==> config.mk <==
export PLATFORM = sky130hd
export DESIGN_NAME = mb_abort_ctrl
export DESIGN_NICKNAME = d
export VERILOG_FILES = /design/src/rtl/mb_abort_pkg.sv /design/src/rtl/mb_wr_decode.sv /design/src/rtl/mb_serial_track.sv /design/src/rtl/mb_slot.sv /design/src/rtl/mb_abort_ctrl.sv
export SDC_FILE = /design/constraint.sdc
export NUM_CORES = 1
export LEC_CHECK = 0
export BUFFER_PORTS_ARGS = -buffer_cell sky130_fd_sc_hd__buf_4
export CAP_MARGIN = 25
export CORE_MARGIN = 2
export CORE_UTILIZATION = 40
export DETAILED_ROUTE_END_ITERATION = 10
export GPL_TIMING_DRIVEN = 0
export PLACE_DENSITY_LB_ADDON = 0.3
export SLEW_MARGIN = 10
export SYNTH_ARGS = -nofsm -noshare
export SYNTH_HDL_FRONTEND = slang
export SYNTH_SLANG_ARGS = --single-unit
==> constraint.sdc <==
create_clock -name clk -period 1.32 [get_ports clk]
set_input_delay 0.198 -clock clk [delete_from_list [all_inputs] [get_ports clk]]
set_output_delay 0.198 -clock clk [all_outputs]
set_load 0.02 [all_outputs]
==> src/rtl/mb_abort_pkg.sv <==
// Package: shared code type and the mailbox code values used by the abort controller.
package mb_abort_pkg;
    typedef logic [3:0] code_t;
    localparam code_t CODE_INACTIVE = 4'b1000;
    localparam code_t CODE_TXREQ    = 4'b1100;
    localparam code_t CODE_ABORT    = 4'b1001;
endpackage

==> src/rtl/mb_wr_decode.sv <==
// Module: mb_wr_decode
// Turns the CPU write strobe and mailbox index into one-hot per-mailbox hits.
// Assumes: indices at or above NUM_MB select nothing.
module mb_wr_decode #(
    parameter int NUM_MB = 4,
    parameter int IDX_W  = $clog2(NUM_MB)
) (
    input  logic              wr_en,
    input  logic [IDX_W-1:0]  wr_idx,
    output logic [NUM_MB-1:0] wr_hit
);
    for (genvar m = 0; m < NUM_MB; m++) begin : g_hit
        // Purpose: raise the hit of the addressed mailbox.
        assign wr_hit[m] = wr_en && (wr_idx == IDX_W'(m));
    end
endmodule

==> src/rtl/mb_serial_track.sv <==
// Module: mb_serial_track
// Tracks the single serial staging slot: which mailbox it holds and how the
// serializer events resolve it. Emits one-hot grant, sent and drop pulses.
// Assumes: one staged frame at a time; a success outranks loss, error and freeze.
module mb_serial_track #(
    parameter int NUM_MB = 4,
    parameter int IDX_W  = $clog2(NUM_MB)
) (
    input  logic              clk,
    input  logic              rst_n,
    input  logic              freeze_i,
    input  logic              load_req,
    input  logic [IDX_W-1:0]  load_idx,
    input  logic [NUM_MB-1:0] txreq_vec,
    input  logic              tx_ok,
    input  logic              arb_lost,
    input  logic              tx_err,
    output logic [NUM_MB-1:0] busy_q,
    output logic [NUM_MB-1:0] grant,
    output logic [NUM_MB-1:0] sent,
    output logic [NUM_MB-1:0] drop
);
    logic             vld_q;
    logic [IDX_W-1:0] idx_q;
    logic             frz_q;
    logic             freeze_rise;
    logic             load_open;
    logic             load_ok;
    logic             ok_ev;
    logic             drop_ev;

    // Purpose: remember the previous freeze level to find its rising edge.
    always_ff @(posedge clk) begin
        if (!rst_n) frz_q <= 1'b0;
        else        frz_q <= freeze_i;
    end

    assign freeze_rise = freeze_i && !frz_q;
    assign load_open   = load_req && !vld_q && !freeze_i;
    assign ok_ev       = vld_q && tx_ok;
    assign drop_ev     = vld_q && !tx_ok && (arb_lost || tx_err || freeze_rise);

    for (genvar m = 0; m < NUM_MB; m++) begin : g_slot
        // Purpose: per-mailbox view of the staging slot and its events.
        assign grant[m]  = load_open && (load_idx == IDX_W'(m)) && txreq_vec[m];
        assign busy_q[m] = vld_q && (idx_q == IDX_W'(m));
        assign sent[m]   = ok_ev && (idx_q == IDX_W'(m));
        assign drop[m]   = drop_ev && (idx_q == IDX_W'(m));
    end

    assign load_ok = |grant;

    // Purpose: fill the slot on a granted stage, empty it on any resolution.
    always_ff @(posedge clk) begin
        if (!rst_n) begin
            vld_q <= 1'b0;
            idx_q <= '0;
        end else if (ok_ev || drop_ev) begin
            vld_q <= 1'b0;
        end else if (load_ok) begin
            vld_q <= 1'b1;
            idx_q <= load_idx;
        end
    end

    p_single_busy_r3: assert property (@(posedge clk) disable iff (!rst_n)
        $onehot0(busy_q));

    p_no_stage_frozen_r9: assert property (@(posedge clk) disable iff (!rst_n)
        (freeze_i && !vld_q) |=> !vld_q);

    p_resolve_frees_r7: assert property (@(posedge clk) disable iff (!rst_n)
        (vld_q && (tx_ok || arb_lost || tx_err)) |=> !vld_q);
endmodule

==> src/rtl/mb_slot.sv <==
// Module: mb_slot
// Holds one mailbox's code, interrupt flag and pending-abort latch, and
// applies CPU writes and serializer outcomes in priority order:
// sent, then drop, then CPU write.
// Assumes: sent and drop only pulse while the mailbox sits in the staging slot.
module mb_slot
    import mb_abort_pkg::*;
(
    input  logic  clk,
    input  logic  rst_n,
    input  logic  abort_en,
    input  logic  wr_hit,
    input  code_t wr_code,
    input  logic  busy_q,
    input  logic  grant,
    input  logic  sent,
    input  logic  drop,
    input  logic  flag_clr,
    output code_t code_o,
    output logic  flag_o,
    output logic  pend_o
);
    code_t code_q, code_d;
    logic  flag_q;
    logic  pend_q, pend_d;
    logic  set_flag;
    logic  inflight;
    logic  is_abort_wr;

    assign inflight    = busy_q || grant;
    assign is_abort_wr = abort_en && (wr_code == CODE_ABORT);

    // Purpose: next code, pending latch and flag set from the highest-priority event.
    always_comb begin
        code_d   = code_q;
        pend_d   = pend_q;
        set_flag = 1'b0;
        if (sent) begin
            code_d   = CODE_INACTIVE;
            pend_d   = 1'b0;
            set_flag = 1'b1;
        end else if (drop) begin
            if (pend_q) begin
                code_d   = CODE_ABORT;
                set_flag = 1'b1;
            end
            pend_d = 1'b0;
        end else if (wr_hit) begin
            if (inflight) begin
                if (is_abort_wr) pend_d = 1'b1;
            end else if (is_abort_wr && code_q == CODE_TXREQ) begin
                code_d   = CODE_ABORT;
                set_flag = 1'b1;
            end else begin
                code_d = wr_code;
            end
        end
    end

    // Purpose: register code and pending latch.
    always_ff @(posedge clk) begin
        if (!rst_n) begin
            code_q <= CODE_INACTIVE;
            pend_q <= 1'b0;
        end else begin
            code_q <= code_d;
            pend_q <= pend_d;
        end
    end

    // Purpose: interrupt flag, set wins over write-1-to-clear.
    always_ff @(posedge clk) begin
        if (!rst_n) flag_q <= 1'b0;
        else        flag_q <= (flag_q && !flag_clr) || set_flag;
    end

    assign code_o = code_q;
    assign flag_o = flag_q;
    assign pend_o = pend_q;

    p_blocked_write_r4: assert property (@(posedge clk) disable iff (!rst_n)
        (wr_hit && inflight && !sent && !drop) |=> $stable(code_q));

    p_pend_needs_busy_r4: assert property (@(posedge clk) disable iff (!rst_n)
        pend_q |-> busy_q);

    p_immediate_abort_r5: assert property (@(posedge clk) disable iff (!rst_n)
        (wr_hit && !inflight && is_abort_wr && code_q == CODE_TXREQ)
        |=> (code_q == CODE_ABORT && flag_q));

    p_sent_outcome_r6: assert property (@(posedge clk) disable iff (!rst_n)
        sent |=> (code_q == CODE_INACTIVE && flag_q && !pend_q));

    p_abort_done_r7: assert property (@(posedge clk) disable iff (!rst_n)
        (drop && pend_q) |=> (code_q == CODE_ABORT && flag_q && !pend_q));

    p_flag_clear_r10: assert property (@(posedge clk) disable iff (!rst_n)
        (flag_q && flag_clr && !sent && !drop && !wr_hit) |=> !flag_q);
endmodule

==> src/rtl/mb_abort_ctrl.sv <==
// Module: mb_abort_ctrl (top)
// Transmit mailbox abort controller: per-mailbox code/flag slots, a CPU
// write decoder and the serial staging slot tracker.
// Assumes: CAN bit engine outside; its events arrive as single-cycle pulses.
module mb_abort_ctrl
    import mb_abort_pkg::*;
#(
    parameter int NUM_MB = 4,
    parameter int IDX_W  = $clog2(NUM_MB)
) (
    input  logic                  clk,
    input  logic                  rst_n,
    input  logic                  abort_en_i,
    input  logic                  freeze_i,
    input  logic                  wr_en_i,
    input  logic [IDX_W-1:0]      wr_idx_i,
    input  logic [3:0]            wr_code_i,
    input  logic [NUM_MB-1:0]     flag_clr_i,
    input  logic                  load_req_i,
    input  logic [IDX_W-1:0]      load_idx_i,
    input  logic                  tx_ok_i,
    input  logic                  arb_lost_i,
    input  logic                  tx_err_i,
    output logic [4*NUM_MB-1:0]   mb_code_o,
    output logic [NUM_MB-1:0]     mb_flag_o,
    output logic [NUM_MB-1:0]     mb_busy_o,
    output logic [NUM_MB-1:0]     abort_pend_o
);
    logic [NUM_MB-1:0] wr_hit;
    logic [NUM_MB-1:0] busy_q;
    logic [NUM_MB-1:0] grant;
    logic [NUM_MB-1:0] sent;
    logic [NUM_MB-1:0] drop;
    logic [NUM_MB-1:0] txreq_vec;
    code_t             code_arr [NUM_MB];

    mb_wr_decode #(.NUM_MB(NUM_MB), .IDX_W(IDX_W)) u_dec (
        .wr_en  (wr_en_i),
        .wr_idx (wr_idx_i),
        .wr_hit (wr_hit)
    );

    mb_serial_track #(.NUM_MB(NUM_MB), .IDX_W(IDX_W)) u_trk (
        .clk       (clk),
        .rst_n     (rst_n),
        .freeze_i  (freeze_i),
        .load_req  (load_req_i),
        .load_idx  (load_idx_i),
        .txreq_vec (txreq_vec),
        .tx_ok     (tx_ok_i),
        .arb_lost  (arb_lost_i),
        .tx_err    (tx_err_i),
        .busy_q    (busy_q),
        .grant     (grant),
        .sent      (sent),
        .drop      (drop)
    );

    for (genvar m = 0; m < NUM_MB; m++) begin : g_mb
        mb_slot u_slot (
            .clk      (clk),
            .rst_n    (rst_n),
            .abort_en (abort_en_i),
            .wr_hit   (wr_hit[m]),
            .wr_code  (wr_code_i),
            .busy_q   (busy_q[m]),
            .grant    (grant[m]),
            .sent     (sent[m]),
            .drop     (drop[m]),
            .flag_clr (flag_clr_i[m]),
            .code_o   (code_arr[m]),
            .flag_o   (mb_flag_o[m]),
            .pend_o   (abort_pend_o[m])
        );
        // Purpose: expose codes and mark mailboxes eligible for staging.
        assign mb_code_o[4*m +: 4] = code_arr[m];
        assign txreq_vec[m]        = (code_arr[m] == CODE_TXREQ);
    end

    assign mb_busy_o = busy_q;

    p_reset_state_r1: assert property (@(posedge clk)
        !rst_n |=> (mb_flag_o == '0 && mb_busy_o == '0 && abort_pend_o == '0));
endmodule

==> results of run 1 <==
-- layer usage --
metal,vias up,GRT usage [%],wire (µm),part of all wire (%)
met5,-,0,0,0
met4,0,6.41,118,2.2
met1,861,30.3,2210,42
met2,105,35.0,2440,46
li1,857,-,-,-
met3,16,3.03,522,9.9
-- final timing paths --
kind	startpoint	end	slack, ns	cells after the start
hold reg to reg	g_mb[2].u_slot.pend_o	g_mb[2].u_slot.pend_o	0.49	2
hold / removal	freeze_i	u_trk.frz_q	0.19	2
setup / recovery	u_trk.idx_q[0]	mb_busy_o[3]	-0.16	4
setup reg to reg	u_trk.vld_q	g_mb[2].u_slot.pend_o	-0.16	6
-- where the power goes --
group          total, µW  internal [µW]  switching [µW]
combinational        305            134             171
sequential           875            860            15.3
clock                491            217             273
total               1670           1210             460
-- state kept, by name, indices dropped and copies added (netlist names) --
register	flops
g_mb.u_slot.code_o	16
g_mb.u_slot.pend_o	4
u_trk.frz_q	1
u_trk.idx_q	2
u_trk.vld_q	1
g_mb.u_slot.flag_o	4
-- cells in the final DEF (no fill, tap or decap), types with 2 or more instances in the layout --
cell	n
o21ai_2	2
a31oi_1	2
a211oi_2	2
nor3_1	4
dfxtp_2	10
nand2b_1	3
dfxtp_4	5
o21ai_1	3
a21oi_1	7
clkbuf_8	3
nand3b_1	4
and3_1	2
clkbuf_1	3
a31o_4	3
a211oi_1	2
o31ai_1	2
nand2_1	10
o21ai_0	4
nor2_1	7
a31oi_2	2
nor2_2	2
nand3_1	13
and4bb_2	3
nand2b_4	2
and3b_2	2
nor2b_1	8
mux2i_1	8
inv_1	3
buf_6	9
nor2b_2	2
and4bb_4	2
o31a_1	5
buf_4	63
dfxtp_1	13
o211ai_1	4
o2111a_1	2
-- layout make-up --
cell class                 count  share of cell area, %
buffer                        17                   5.38
clock buffer                   4                   1.79
inverter                       4                  0.598
multi-input combinational    145                   48.1
sequential                    28                   23.6
tap                           52                   2.59
timing repair buffer          58                   18.0
-- worst register-to-register path: cells and delay by family (launching register included) --
kind                   cells  cell delay (ns)
and+or+nand+nor            2             0.43
AOI/OAI and AO/OA          2             0.31
buffers and inverters      2             0.30
DFF                        1             0.35
-- per-stage QoR --
stage                     setup WS [ns]  setup TNS (ns)  instance area, µm²
after floorplan                 -0.0430          -0.144                1790
after global placement           -0.321           -4.05                2210
after detailed placement         -0.320           -4.24                2210
after CTS                        -0.166           -2.52                2450
after global routing             -0.222           -4.29                2510
final                            -0.164           -2.47                2510
-- cell families (layout without fill, tap and decap cells) --
family,after synthesis,after routing,synth area share [%]
buffers and inverters,21,83,7.58
multiplexers,9,9,5.22
AO/OA/AOI/OAI,55,55,24.6
AND/OR/NAND/NOR,81,81,30.6
flip-flops,28,28,32.0
-- timing repair --
item,CTS,global route
gates cloned,1,0
setup endpoints to repair,31,31
setup buffers,9,1
pin swaps,6,9
gates resized for setup,32,15
==> impl_metrics.ini, run 1 <==
[outcome]
status = finished with violations
violations = negative setup slack

[global_routing]
grt_start_max_net_pins = 16
grt_pass1_wl_mm = 8.50
first_global_vias = 1749
antenna_found_initial = 0
grtUsageTotal_pct = 21.7
gr-total-overflow = 0

[die]
rows = 24
dieArea_um2 = 4920
start_util_pct = 40.8
core_region_area_um2 = 4290
die_y_um = 70.2
fp.dieW_um = 70.2
ioPinCount = 49

[worst_setup_path]
cp-start-kind = flop
crit_family = buffers and inverters
cp_num_buf_inv = 3
worst-path-max-fanout = 4
end_kind = primary output
cp_data_required_time_ns = 1.12
slowest_stage = dfxtp_4
worstPathCellList = buf_4 -> and3_2 -> buf_4 -> buf_4
arrival_ns = 1.29
worstSetupPathType = flop to primary output
cpPeakStageDelay_ns = 0.37
cpMostUsedCell = buf_4

[yosys]
ys_ff_latch = 28
netlist_area_um2 = 1750
syn_nets = 215
yosysMostFrequentCell = dfxtp_1
synthTopCellsByArea = dfxtp_1, buf_4, mux2i_1
netlist_instances = 194
synth_seq_area_share_pct = 32.0
synth-async-reset-ratio_pct = 0
syn_avg_cell_area_um2 = 9.02
synth_edf_count = 0
synth_top_area_share_pct = 32.0
ys_warn_count = 0
synthTopCellsByCount = dfxtp_1, buf_4, nand3_1
synth_largest_area_cell = dfxtp_1
ys_types = 53
ys.flop_type = dfxtp_1

[clocking]
cts_num_sinks = 28
cts_max_level = 1
cts-root-buf = clkbuf_8
cts_buffers = 3
cts-hold-fix-buffers = 0
cts_max_path_buffers = 2
tritoncts = done
clk_pin_slew_ns = 0.10
insertion_delay_ns = 0.28

[route]
drt-wirelength-per-cell_um = 17.2
vias_per_cell = 5.97
vias = 1839
first_pass_iters = 4
drc = 0
drt_iter0_markers = 196
drt_wl_total_mm = 5.29
ant_nets = 0

[timing]
hold_viol_final = 0
whs_ns = 0.192
fin_crit_ns = 1.48
fmaxAchievable_ghz = 0.674
setup_viol = 25
timing.final.crit_share_pct = 112
clock_skew_ns = 0.00645
fin_ws_ns = -0.164
worst_slew_pin_slew_ns = 0.569
rsz0062_at_grt = true
slew_violations = 0
relSlewSlack_pct = 61.9

[min_path]
worst_hold_path_type = input port to flop

[placement]
dpl.cell_count = 293
gp_congestion = 0.893
dp_hpwl_mm = 3.63
port_buffers = 47

[final_layout]
stdcell_count = 308
fin_util_pct = 58.5
syn_to_final_growth_pct = 43.5
layout-drive-gt1-share_pct = 52.0
fillers = 392
multi_input_area_um2 = 1210
fin_nets = 278
register_area_um2 = 592
antennaDiodeCount = 0

[power]
power_density_nw_per_um2 = 665
p_leak_uw = 0.00103
total_power_uw = 1670
vdd_ir_drop_max_mv = 0.323

[flow_run]
drv_cap = 0
Power figures use the tool's default switching activity.
==> run 2, diff against run 1 <==
==> constraint.sdc (replaced) <==
create_clock -name clk -period 1.6 [get_ports clk]
set_input_delay 0.24 -clock clk [delete_from_list [all_inputs] [get_ports clk]]
set_output_delay 0.24 -clock clk [all_outputs]
set_load 0.02 [all_outputs]
==> run 2 against run 1 <==
Effect of this change: the run now ends clean; critical path type is now flop to flop; combinational power shrank 26%; worst setup slack gained 0.17 ns; utilization shrank 5.0 points; largest cell class unchanged.
==> impl_metrics.ini, run 2 (synthesis results as in run 1) <==
[outcome]
status = completed

[min_path]
min_path_cells = 2
whs_endpoint = u_trk.frz_q
holdCritStartpoint = freeze_i
worst_hold_path_type = input port to flop

[timing]
relSlewSlack_pct = 48.4
fmaxAchievable_ghz = 0.627
slew_violations = 0
hold_viol_final = 0
timing.final.crit_share_pct = 99.8
setup_viol = 0
rsz0062_at_grt = true
whs_ns = 0.218
fin_crit_ns = 1.60
clock_skew_ns = 0.0102
worst_slew_pin_slew_ns = 0.772

[global_routing]
antenna_found_initial = 0
gr-total-overflow = 0
grt_pass1_wl_mm = 7.78
first_global_vias = 1627
grtUsageTotal_pct = 19.7
grt_start_max_net_pins = 16

[placement]
placed_area_um2 = 2170
port_buffers = 47
gp_congestion = 0.942
dp_hpwl_mm = 3.70
dpl.cell_count = 293

[route]
ant_nets = 0
drc = 0
vias_per_cell = 5.85
first_pass_iters = 5
drt-wirelength-per-cell_um = 16.4
drt_wl_total_mm = 4.97
vias = 1772
drt_iter0_markers = 176

[clocking]
cts-root-buf = clkbuf_8
cts-hold-fix-buffers = 0
cts_max_path_buffers = 2
insertion_delay_ns = 0.28
cts_max_level = 1
clk_pin_slew_ns = 0.10
cts_num_sinks = 28
tritoncts = done
cts_buffers = 3

[worst_setup_path]
end_kind = flop
r2r_cells = 7
worstSetupPathType = flop to flop
r2r-end = u_trk.idx_q[1]
arrival_ns = 1.78
regToRegSetupSlack_ns = 0.004
reg2reg_from = u_trk.vld_q
worst-path-max-fanout = 5
cp_data_required_time_ns = 1.78
cp-start-kind = flop

[final_layout]
stdcell_count = 303
mostFrequentLayoutCells = buf_4, dfxtp_1, nand3_1
fillers = 419
layout_commonest_cell = buf_4
layout-drive-gt1-share_pct = 37.8
fin_nets = 273
syn_to_final_growth_pct = 31.4
antennaDiodeCount = 0
fin_util_pct = 53.6
final_area_um2 = 2300
largest_reg_flops = 16

[power]
vdd_ir_drop_max_mv = 0.273
power_density_nw_per_um2 = 608
total_power_uw = 1400
p_leak_uw = 0.000966

[die]
die_y_um = 70.2
core_region_area_um2 = 4290
fp.dieW_um = 70.2
dieArea_um2 = 4920
start_util_pct = 40.8
rows = 24
ioPinCount = 49

[flow_run]
drv_cap = 0
-- run 2: report_power, final --
group	switching, µW	internal, µW	total (µW)
logic	127	99.0	226
registers	12.6	711	723
clock network	229	221	450
-- run 2: worst max path at each step --
stage,start,to,depth (start not counted)
floorplan,g_mb[1].u_slot.code_o[1],u_trk.vld_q,4
global placement,wr_code_i[1],g_mb[3].u_slot.pend_o,5
detailed placement,wr_code_i[1],g_mb[3].u_slot.pend_o,5
CTS,u_trk.idx_q[0],mb_busy_o[0],4
global route,u_trk.vld_q,u_trk.idx_q[1],7
finish,u_trk.vld_q,u_trk.idx_q[1],7
-- run 2: layout make-up --
class	count	area (µm²)	area share (%)
plain buffers	17	131	5.71
clock buffers	4	55.1	2.39
multi-input cells	145	1070	46.5
repair buffers	53	395	17.2
well taps	52	65.1	2.83
flip-flops and latches	28	569	24.8
inverters	4	15.0	0.653
-- run 2: critical path: stages, from the launching register on --
cell and delay [ns]:
dfxtp_2 0.36, buf_6 0.13, nor4b_4 0.37, buf_4 0.19, buf_4 0.10, nand3_1 0.07
and3_1 0.18, o31a_1 0.09
-- run 2: what timing repair did --
action / in CTS / in global routing
gates cloned: 0 / 1
resized for setup: 2 / 11
buffers inserted: 3 / 2
setup endpoints to repair: 5 / 19
pin swaps: 2 / 3
-- run 2: per-stage QoR --
stage               setup WS [ns]  setup TNS (ns)
finish                    0.00387               0
global route              -0.0385         -0.0852
CTS                       0.00120               0
detailed placement        -0.0768         -0.0833
global placement           -0.101          -0.101
floorplan                  0.0653               0
-- run 2: metal layers --
layer  GRT usage [%]  vias to the layer above  routed length (µm)
met5               0                        -                   0
met4            5.56                        0                  48
met3            3.17                        7                 326
met2            33.3                       89                2390
met1            26.0                      826                2200
li1                -                      850                   -
==> run 3, diff against run 2 <==
--- a/config.mk
+++ b/config.mk
@@ -10,9 +10,9 @@
 export CORE_MARGIN = 2
 export CORE_UTILIZATION = 40
 export DETAILED_ROUTE_END_ITERATION = 10
-export GPL_TIMING_DRIVEN = 0
 export PLACE_DENSITY_LB_ADDON = 0.3
 export SLEW_MARGIN = 10
 export SYNTH_ARGS = -nofsm -noshare
 export SYNTH_HDL_FRONTEND = slang
+export SYNTH_HIERARCHICAL = 1
 export SYNTH_SLANG_ARGS = --single-unit
==> run 3 against run 2 <==
Effect of this change: the flow now finishes with violations (negative setup slack); design area grew 22%; critical path depth is the same; non-clock buffer count grew 28; worst setup slack lost 0.16 ns; largest power group unchanged; critical path type unchanged; combinational power grew 37%.
==> impl_metrics.ini, run 3 <==
[timing]
timing.final.crit_share_pct = 110
hold_viol_final = 0
relSlewSlack_pct = 76.1
setup_viol = 19
slew_violations = 0
fmaxAchievable_ghz = 0.569
fin_ws_ns = -0.157
worst_slew_pin_slew_ns = 0.356
fin_crit_ns = 1.76
whs_ns = 0.259
clock_skew_ns = 0.00309
rsz0062_at_grt = true

[yosys]
netlist_instances = 194
synth_top_area_share_pct = 33.7
synth-async-reset-ratio_pct = 0
synth_edf_count = 0
ys.flop_type = dfxtp_1
synth_seq_area_share_pct = 33.7
yosysMostFrequentCell = dfxtp_1
ys_warn_count = 6
ys_types = 39
syn_avg_cell_area_um2 = 8.58
synth_largest_area_cell = dfxtp_1
syn_nets = 215
ys_ff_latch = 28
synthTopCellsByArea = dfxtp_1, nand2_1, nand4b_1
synthTopCellsByCount = dfxtp_1, nand2_1, a21oi_1
netlist_area_um2 = 1670

[clocking]
tritoncts = done
cts_buffers = 3
cts_max_level = 1
insertion_delay_ns = 0.28
cts_num_sinks = 28
cts_max_path_buffers = 2
clk_pin_slew_ns = 0.10
cts-hold-fix-buffers = 0
cts-root-buf = clkbuf_8

[worst_setup_path]
cp_data_required_time_ns = 1.77
worst-path-max-fanout = 4
slowest_stage = or4b_4
crit_family = simple AND/OR/NAND/NOR gates
cpPeakStageDelay_ns = 0.57
cp-start-kind = flop
end_kind = flop
cp_num_buf_inv = 1
worstPathCellList = and4bb_2 -> nand2_2 -> nor3_1 -> buf_4 -> or4b_4 -> nor3_4 -> o21bai_1
worstSetupPathType = flop to flop
arrival_ns = 1.93

[route]
first_pass_iters = 4
drt_wl_total_mm = 5.40
drc = 0
vias_per_cell = 5.62
drt-wirelength-per-cell_um = 15.7
ant_nets = 0
drt_iter0_markers = 105
vias = 1927

[final_layout]
fillers = 307
layout-drive-gt1-share_pct = 62.5
syn_to_final_growth_pct = 68.7
largest_reg_flops = 16
register_area_um2 = 596
fin_nets = 315
mostFrequentLayoutCells = buf_4, nand2_1, dfxtp_1
antennaDiodeCount = 0
layout_commonest_cell = buf_4
multi_input_area_um2 = 1340

[power]
vdd_ir_drop_max_mv = 0.567
p_leak_uw = 0.00114
total_power_uw = 1480
power_density_nw_per_um2 = 525

[outcome]
violations = negative setup slack
status = finished with violations

[die]
rows = 23
die_y_um = 68.5
ioPinCount = 49
core_region_area_um2 = 4000
dieArea_um2 = 4700
fp.dieW_um = 68.5
start_util_pct = 41.6

[global_routing]
antenna_found_initial = 0
grt_start_max_net_pins = 18
gr-total-overflow = 0
grtUsageTotal_pct = 22.9
grt_pass1_wl_mm = 8.08
first_global_vias = 1771

[placement]
port_buffers = 48
gp_congestion = 0.817
dp_hpwl_mm = 3.78

[flow_run]
drv_cap = 0

[min_path]
worst_hold_path_type = input port to flop
[run 3: changes by cell type after synthesis, sizes merged, moves of 4 or more]
cell    previous run  this run
o21bai             0         5
mux2i              8         1
nor3               4        15
o31a               5         0
nand3b             5         1
nand3             13         8
o21a               0         4
and3b              2         6
nor4               0         4
a21oi              9        13
buf               15         2
nand2             11        23
o211ai             4         0
nand4b             1         8
[run 3: cells by family after synthesis]
family,synth area share [%]
buffers and inverters,2.10
multiplexers,0.601
flip-flops,33.7
AND/OR/NAND/NOR,46.1
AO/OA/AOI/OAI,17.5
[run 3: path summary, 6_finish.rpt]
check                                         startpoint                        to  slack, ns  cells past startpoint
worst max-delay path            g_mb[1].u_slot/code_o[0]  g_mb[1].u_slot/code_o[3]      -0.16                      7
worst min-delay path                        wr_code_i[0]  g_mb[2].u_slot/code_o[0]       0.26                      3
worst max register to register  g_mb[1].u_slot/code_o[0]  g_mb[1].u_slot/code_o[3]      -0.16                      7
worst min register to register            u_trk/idx_q[0]            u_trk/idx_q[0]       0.52                      2
[run 3: per-stage QoR]
step                      setup WS (ns)  TNS (ns)  area [µm²]  util, %  cells
after floorplan                 -0.0568    -0.526        1730        -    194
after global placement           -0.147     -2.10        2440     61.1    330
after detailed placement         -0.166     -2.27        2440     61.1    330
after CTS                        -0.117     -1.21        2640     66.0    338
after global routing             -0.230     -2.90        2810     70.3    343
final                            -0.157     -1.52        2810     70.3    343
[run 3: final cells by class]
cell class / count / area share (%)
multi-input cells: 159 / 47.6
repair buffers: 98 / 26.3
flip-flops and latches: 28 / 21.2
well taps: 50 / 2.23
clock buffers: 4 / 1.96
inverters: 4 / 0.668
[run 3: what timing repair did]
action,in CTS,in global routing
pin swaps,21,19
setup endpoints to repair,25,28
endpoints found under the hold margin,0,0
gates resized for setup,26,30
setup buffers,5,6
[run 3: routing by layer]
| layer | vias up | track usage [%] | wire length [µm] |
|---|---|---|---|
| li1 | 936 | - | - |
| met1 | 915 | 27.8 | 2170 |
| met2 | 70 | 41.8 | 2800 |
| met3 | 6 | 4.06 | 365 |
| met4 | 0 | 5.25 | 59 |
| met5 | - | 0 | 0 |
[run 3: report_power, final]
part           internal [µW]  leakage, µW  switching [µW]
logic                    150     0.000872             160
registers                707     0.000234            8.60
clock network            221    0.0000288             229
[run 3: worst register-to-register path, stage by stage, from the launching register on]
cell,delay (ns)
dfxtp_4,0.35
and4bb_2,0.24
nand2_2,0.07
nor3_1,0.05
buf_4,0.15
or4b_4,0.57
nor3_4,0.13
o21bai_1,0.09
